### config.mk
export PLATFORM = sky130hd
export DESIGN_NAME = membar_ctrl
export DESIGN_NICKNAME = d
export VERILOG_FILES = /design/src/rtl/membar_pkg.sv /design/src/rtl/membar_decode.sv /design/src/rtl/membar_cond.sv /design/src/rtl/membar_seq.sv /design/src/rtl/membar_ctrl.sv
export SDC_FILE = /design/constraint.sdc
export NUM_CORES = 1
export LEC_CHECK = 0
export ABC_AREA = 1
export BUFFER_PORTS_ARGS = -buffer_cell sky130_fd_sc_hd__buf_2
export CAP_MARGIN = 30
export CORE_AREA = 5 5 42 44
export DETAILED_ROUTE_END_ITERATION = 8
export DIE_AREA = 0 0 47 49
export GPL_ROUTABILITY_DRIVEN = 1
export SLEW_MARGIN = 20
export SYNTH_ARGS = -nofsm -noshare
export SYNTH_HDL_FRONTEND = slang
export SYNTH_SLANG_ARGS = --single-unit
### constraint.sdc
create_clock -name clk -period 0.94 [get_ports clk]
set_clock_uncertainty 0.1 [all_clocks]
set_input_delay 0.188 -clock clk [delete_from_list [all_inputs] [get_ports clk]]
set_output_delay 0.188 -clock clk [all_outputs]
set_load 0.02 [all_outputs]
### src/rtl/membar_pkg.sv
// Shared definitions for the memory barrier issue controller.
// Holds the mask layout and the wait classes that the decoder produces.
package membar_pkg;

    localparam int ORD_W   = 4;                // ordering bits
    localparam int CMP_W   = 3;                // completion bits
    localparam int MASK_W  = ORD_W + CMP_W;    // whole barrier mask
    localparam int CMP_LSB = ORD_W;            // first completion bit
    localparam int ORD_STLD = 1;               // store-then-load ordering bit

    // Wait class of a barrier, strongest last
    typedef enum logic [1:0] {
        WAIT_EMPTY = 2'd0,   // both masks zero
        WAIT_FREE  = 2'd1,   // only ordering bits that memory order already honours
        WAIT_STLD  = 2'd2,   // later loads wait for the store buffer to drain
        WAIT_DRAIN = 2'd3    // every later instruction waits for full completion
    } wait_kind_t;

endpackage

### src/rtl/membar_decode.sv
// Barrier mask decoder.
// Sorts the 7-bit mask into a wait class; the strongest applicable class wins.
// Assumes memory operations are performed in program order, so only the
// store-then-load ordering bit needs a wait.
module membar_decode
    import membar_pkg::*;
(
    input  logic [MASK_W-1:0] mask,
    output wait_kind_t        kind
);

    logic [CMP_W-1:0] cmp_bits;
    logic [ORD_W-1:0] ord_bits;
    logic [ORD_W-1:0] ord_free_bits;

    assign cmp_bits = mask[MASK_W-1:CMP_LSB];
    assign ord_bits = mask[ORD_W-1:0];

    // Mark the ordering bits that cost nothing on in-order memory
    always_comb begin
        ord_free_bits           = ord_bits;
        ord_free_bits[ORD_STLD] = 1'b0;
    end

    // Choose the strongest wait class called for by the mask
    always_comb begin
        if (|cmp_bits)
            kind = WAIT_DRAIN;
        else if (ord_bits[ORD_STLD])
            kind = WAIT_STLD;
        else if (|ord_free_bits)
            kind = WAIT_FREE;
        else
            kind = WAIT_EMPTY;
    end

endmodule

### src/rtl/membar_cond.sv
// Completion condition evaluator.
// Says whether the wait of a given class is satisfied by the current
// pipeline status. Immediate classes are always satisfied.
module membar_cond
    import membar_pkg::*;
#(
    parameter int SB_CNT_W = 4,
    parameter int LD_CNT_W = 3
) (
    input  wait_kind_t          kind,
    input  logic [SB_CNT_W-1:0] sb_count,
    input  logic [LD_CNT_W-1:0] ld_count,
    input  logic                nonmem_busy,
    input  logic                exc_pending,
    output logic                met
);

    logic sb_drained;
    logic all_drained;

    assign sb_drained  = (sb_count == '0);
    assign all_drained = sb_drained && (ld_count == '0) && !nonmem_busy && !exc_pending;

    // Pick the condition that matches the wait class
    always_comb begin
        unique case (kind)
            WAIT_STLD:  met = sb_drained;
            WAIT_DRAIN: met = all_drained;
            default:    met = 1'b1;
        endcase
    end

endmodule

### src/rtl/membar_seq.sv
// Barrier sequencer.
// Accepts one barrier at a time, holds its wait class while it waits, and
// produces the registered retire pulse. Flush has priority over all else.
module membar_seq
    import membar_pkg::*;
(
    input  logic       clk,
    input  logic       rst_n,
    input  logic       issue_valid,
    input  wait_kind_t issue_kind,
    input  logic       held_met,
    input  logic       flush,
    output logic       pending,
    output wait_kind_t held_kind,
    output logic       retire
);

    logic accept;
    logic issue_immediate;

    assign accept          = issue_valid && !pending && !flush;
    assign issue_immediate = (issue_kind == WAIT_EMPTY) || (issue_kind == WAIT_FREE);

    // Track the waiting barrier and its class
    always_ff @(posedge clk) begin
        if (!rst_n || flush) begin
            pending   <= 1'b0;
            held_kind <= WAIT_EMPTY;
        end else if (pending) begin
            if (held_met) begin
                pending   <= 1'b0;
                held_kind <= WAIT_EMPTY;
            end
        end else if (accept && !issue_immediate) begin
            pending   <= 1'b1;
            held_kind <= issue_kind;
        end
    end

    // Retire one cycle after the condition is seen, or right after an immediate accept
    always_ff @(posedge clk) begin
        if (!rst_n || flush)
            retire <= 1'b0;
        else
            retire <= (pending && held_met) || (accept && issue_immediate);
    end

endmodule

### src/rtl/membar_ctrl.sv
// Memory barrier issue controller, top level.
// Decodes the barrier mask, waits for the completion condition and drives
// load, store and all-instruction stalls plus a retire pulse.
// Assumes in-order memory operations and at most one barrier waiting.
module membar_ctrl
    import membar_pkg::*;
#(
    parameter int SB_CNT_W = 4,
    parameter int LD_CNT_W = 3
) (
    input  logic                clk,
    input  logic                rst_n,
    input  logic                issue_valid,
    input  logic [MASK_W-1:0]   issue_mask,
    input  logic [SB_CNT_W-1:0] sb_count,
    input  logic [LD_CNT_W-1:0] ld_count,
    input  logic                nonmem_busy,
    input  logic                exc_pending,
    input  logic                flush,
    output logic                stall_load,
    output logic                stall_store,
    output logic                stall_all,
    output logic                retire
);

    wait_kind_t issue_kind;
    wait_kind_t held_kind;
    logic       held_met;
    logic       pending;

    membar_decode i_decode (
        .mask (issue_mask),
        .kind (issue_kind)
    );

    membar_cond #(
        .SB_CNT_W (SB_CNT_W),
        .LD_CNT_W (LD_CNT_W)
    ) i_cond (
        .kind        (held_kind),
        .sb_count    (sb_count),
        .ld_count    (ld_count),
        .nonmem_busy (nonmem_busy),
        .exc_pending (exc_pending),
        .met         (held_met)
    );

    membar_seq i_seq (
        .clk         (clk),
        .rst_n       (rst_n),
        .issue_valid (issue_valid),
        .issue_kind  (issue_kind),
        .held_met    (held_met),
        .flush       (flush),
        .pending     (pending),
        .held_kind   (held_kind),
        .retire      (retire)
    );

    // Stalls follow the held wait class; a second barrier is held off by stall_all
    always_comb begin
        stall_load  = pending;
        stall_store = pending && (held_kind == WAIT_DRAIN);
        stall_all   = stall_store || (pending && issue_valid);
    end

endmodule

==> impl_metrics.ini <==
[layout]
drive_above_1_share_pct = 58.0
diodes = 0
layoutNonFillerInstCount = 85
fillers = 158
final_area_um2 = 514
area_growth_pct = 100
layout.nets = 90
final_core_util_pct = 36.7

[power]
p_seq_share_pct = 33.9
swShare_pct = 26.5
p_int_w = 0.000387
irDropWorstVdd_v = 0.000420
p_sw_w = 0.000139
combPwrFrac_pct = 18.8
p_clk_share_pct = 47.2
power.density_nw_per_um2 = 1020
p_total_w = 0.000526
power.leakage_nw = 0.264

[clocking]
cts_root_buffer = clkbuf_4
worstSkewPairLatency_ps = 250
clock_sinks = 4
cts_buffers = 3
clk_path_buf_depth = 2
clk_pin_slew_worst_paths_ps = 40
htree_num_levels = 1
cts_hold_buf = 0
cts_tree = done

[placed_design]
dp_hpwl_um = 600
dpl_cell_area_um2 = 420
dp_cells = 77
gp_congestion = 0.673
portBuffers = 20

[timing]
post-route-period-util_pct = 128
rsz0062_at_grt = true
finalCriticalPeriod_ps = 1210
fin_ws_ps = -267
worstMarginPinSlew_ps = 194
hold_viol_final = 0
slew_violations = 0
max_freq_mhz = 829
setup_viol = 8
slew_headroom_pct = 87.0

[global_routing]
grt_pass1_wl_mm = 1.17
grt_pass1_vias = 345
gr-total-overflow = 0
grtUsageMet1_pct = 6.13
grt_use_total_pct = 7.10
grt_max_degree = 5
busiest_layer = met2
use_met2_pct = 11.8
antenna_found_initial = 0
grt_use_met3_pct = 1.85

[critical_path]
reg2regPathDepth = 4
critPathKind = register to primary output
cp-end-kind = primary output
worstPathArrival_ps = 920
path_max_fanout = 3
critPathRequiredTime_ps = 650
critPathLaunchType = register

[job]
drv_cap = 0

[die]
num_rows = 14
core_um2 = 1400
fp.dieH_um = 49
dieArea_um2 = 2300
fp.dieW_um = 47
ios = 24
start_util_pct = 18.3

[synthesis]
synth_cells = 40
synth-seq-area-share_pct = 31.2
synth-seq-cells = 4
syn_area_um2 = 256
netlist-cell-type-count = 11
synthesis.nets = 60
avgSynthCellArea_um2 = 6.41
yosysWarningCount = 0

[route]
first_pass_iters = 2
routed-via-count = 351
antenna_left = 0
wirelength_um = 766
drt_iter0_drc = 1
drc = 0
wl_per_cell_um = 9.01
viasPerCell = 4.13

[min_path]
min_path_cells = 4
hold_class = primary input to register

[status]
status = finished, violations left
violations = setup timing
==> final timing paths <==
path / from / end / slack, ps
hold reg to reg: i_seq.held_kind[1] / i_seq.held_kind[1] / 490
hold / removal: flush / i_seq.held_kind[0] / 150
setup / recovery: i_seq.held_kind[0] / stall_all / -270
setup reg to reg: i_seq.pending / i_seq.retire / -180
==> synthesized netlist by cell type, drive strengths merged <==
master,instances,area [um2]
a21boi,1,7.51
inv,7,26.3
a21oi,5,25.0
nor3,1,16.3
nand3,3,20.0
dfxtp,4,80.1
nand2,12,45.0
nand4,1,6.26
nor2,6,30.0
==> cells in the final DEF (no fill, tap or decap), drive strengths merged <==
master  synthesis  final
nor2            6      6
dfxtp           4      4
nand4           1      1
a21oi           5      5
clkbuf          0      4
nand2          12     12
buf             0     25
a21boi          1      1
inv             7      7
nor3            1      1
nand3           3      3
==> sequential cells by signal, indices dropped and copies added (netlist names) <==
signal           flops
i_seq.retire         1
i_seq.pending        1
i_seq.held_kind      2
==> power groups by stage <==
stage	clock [W]	sequential (W)	combinational, W
after floorplan	0	0.000184	0.0000393
after global placement	0	0.000181	0.0000847
after detailed placement	0	0.000181	0.0000864
after CTS	0.000254	0.000178	0.0000977
after global routing	0.000267	0.000179	0.000109
final	0.000248	0.000179	0.0000991
==> per-layer routing <==
metal  part of all wire (%)  vias to the layer above
met4                    2.1                        0
met5                      0                        -
met3                     14                        2
met1                     32                      148
li1                       -                      184
met2                     51                       17
==> through the flow <==
| stage | setup TNS, ps | worst slack [ps] | hold slack [ps] |
|---|---|---|---|
| floorplan | -39.5 | -21.6 | 264 |
| global placement | -247 | -67.2 | 372 |
| detailed placement | -312 | -72.4 | 371 |
| CTS | -1370 | -269 | 150 |
| global route | -1590 | -293 | 173 |
| finish | -1250 | -267 | 148 |
==> worst max-delay path, stage by stage, from the launching register on <==
cell and delay [ps]:
dfxtp_2 340, nand2_4 80, a21oi_4 120, buf_6 130
==> cell families after synthesis <==
logic type	count (synthesis)	synth area share (%)
AOI/OAI and AO/OA	6	12.7
buffers and inverters	7	10.2
DFF	4	31.2
and+or+nand+nor	23	45.9
==> final cells by class <==
cell class	instances	area, um2	share of cell area, %
multi-input cells	29	181	35.3
repair buffers	25	170	33.1
flip-flops and latches	4	87.6	17.0
inverters	7	28.8	5.60
clock buffers	4	26.3	5.11
well taps	16	20.0	3.89
==> timing repair <==
action,CTS,global route
cloned,0,0
pin swaps,6,3
buffers inserted,3,1
setup endpoints to repair,8,8
resized for setup,12,1
Power figures use the tool's default switching activity.
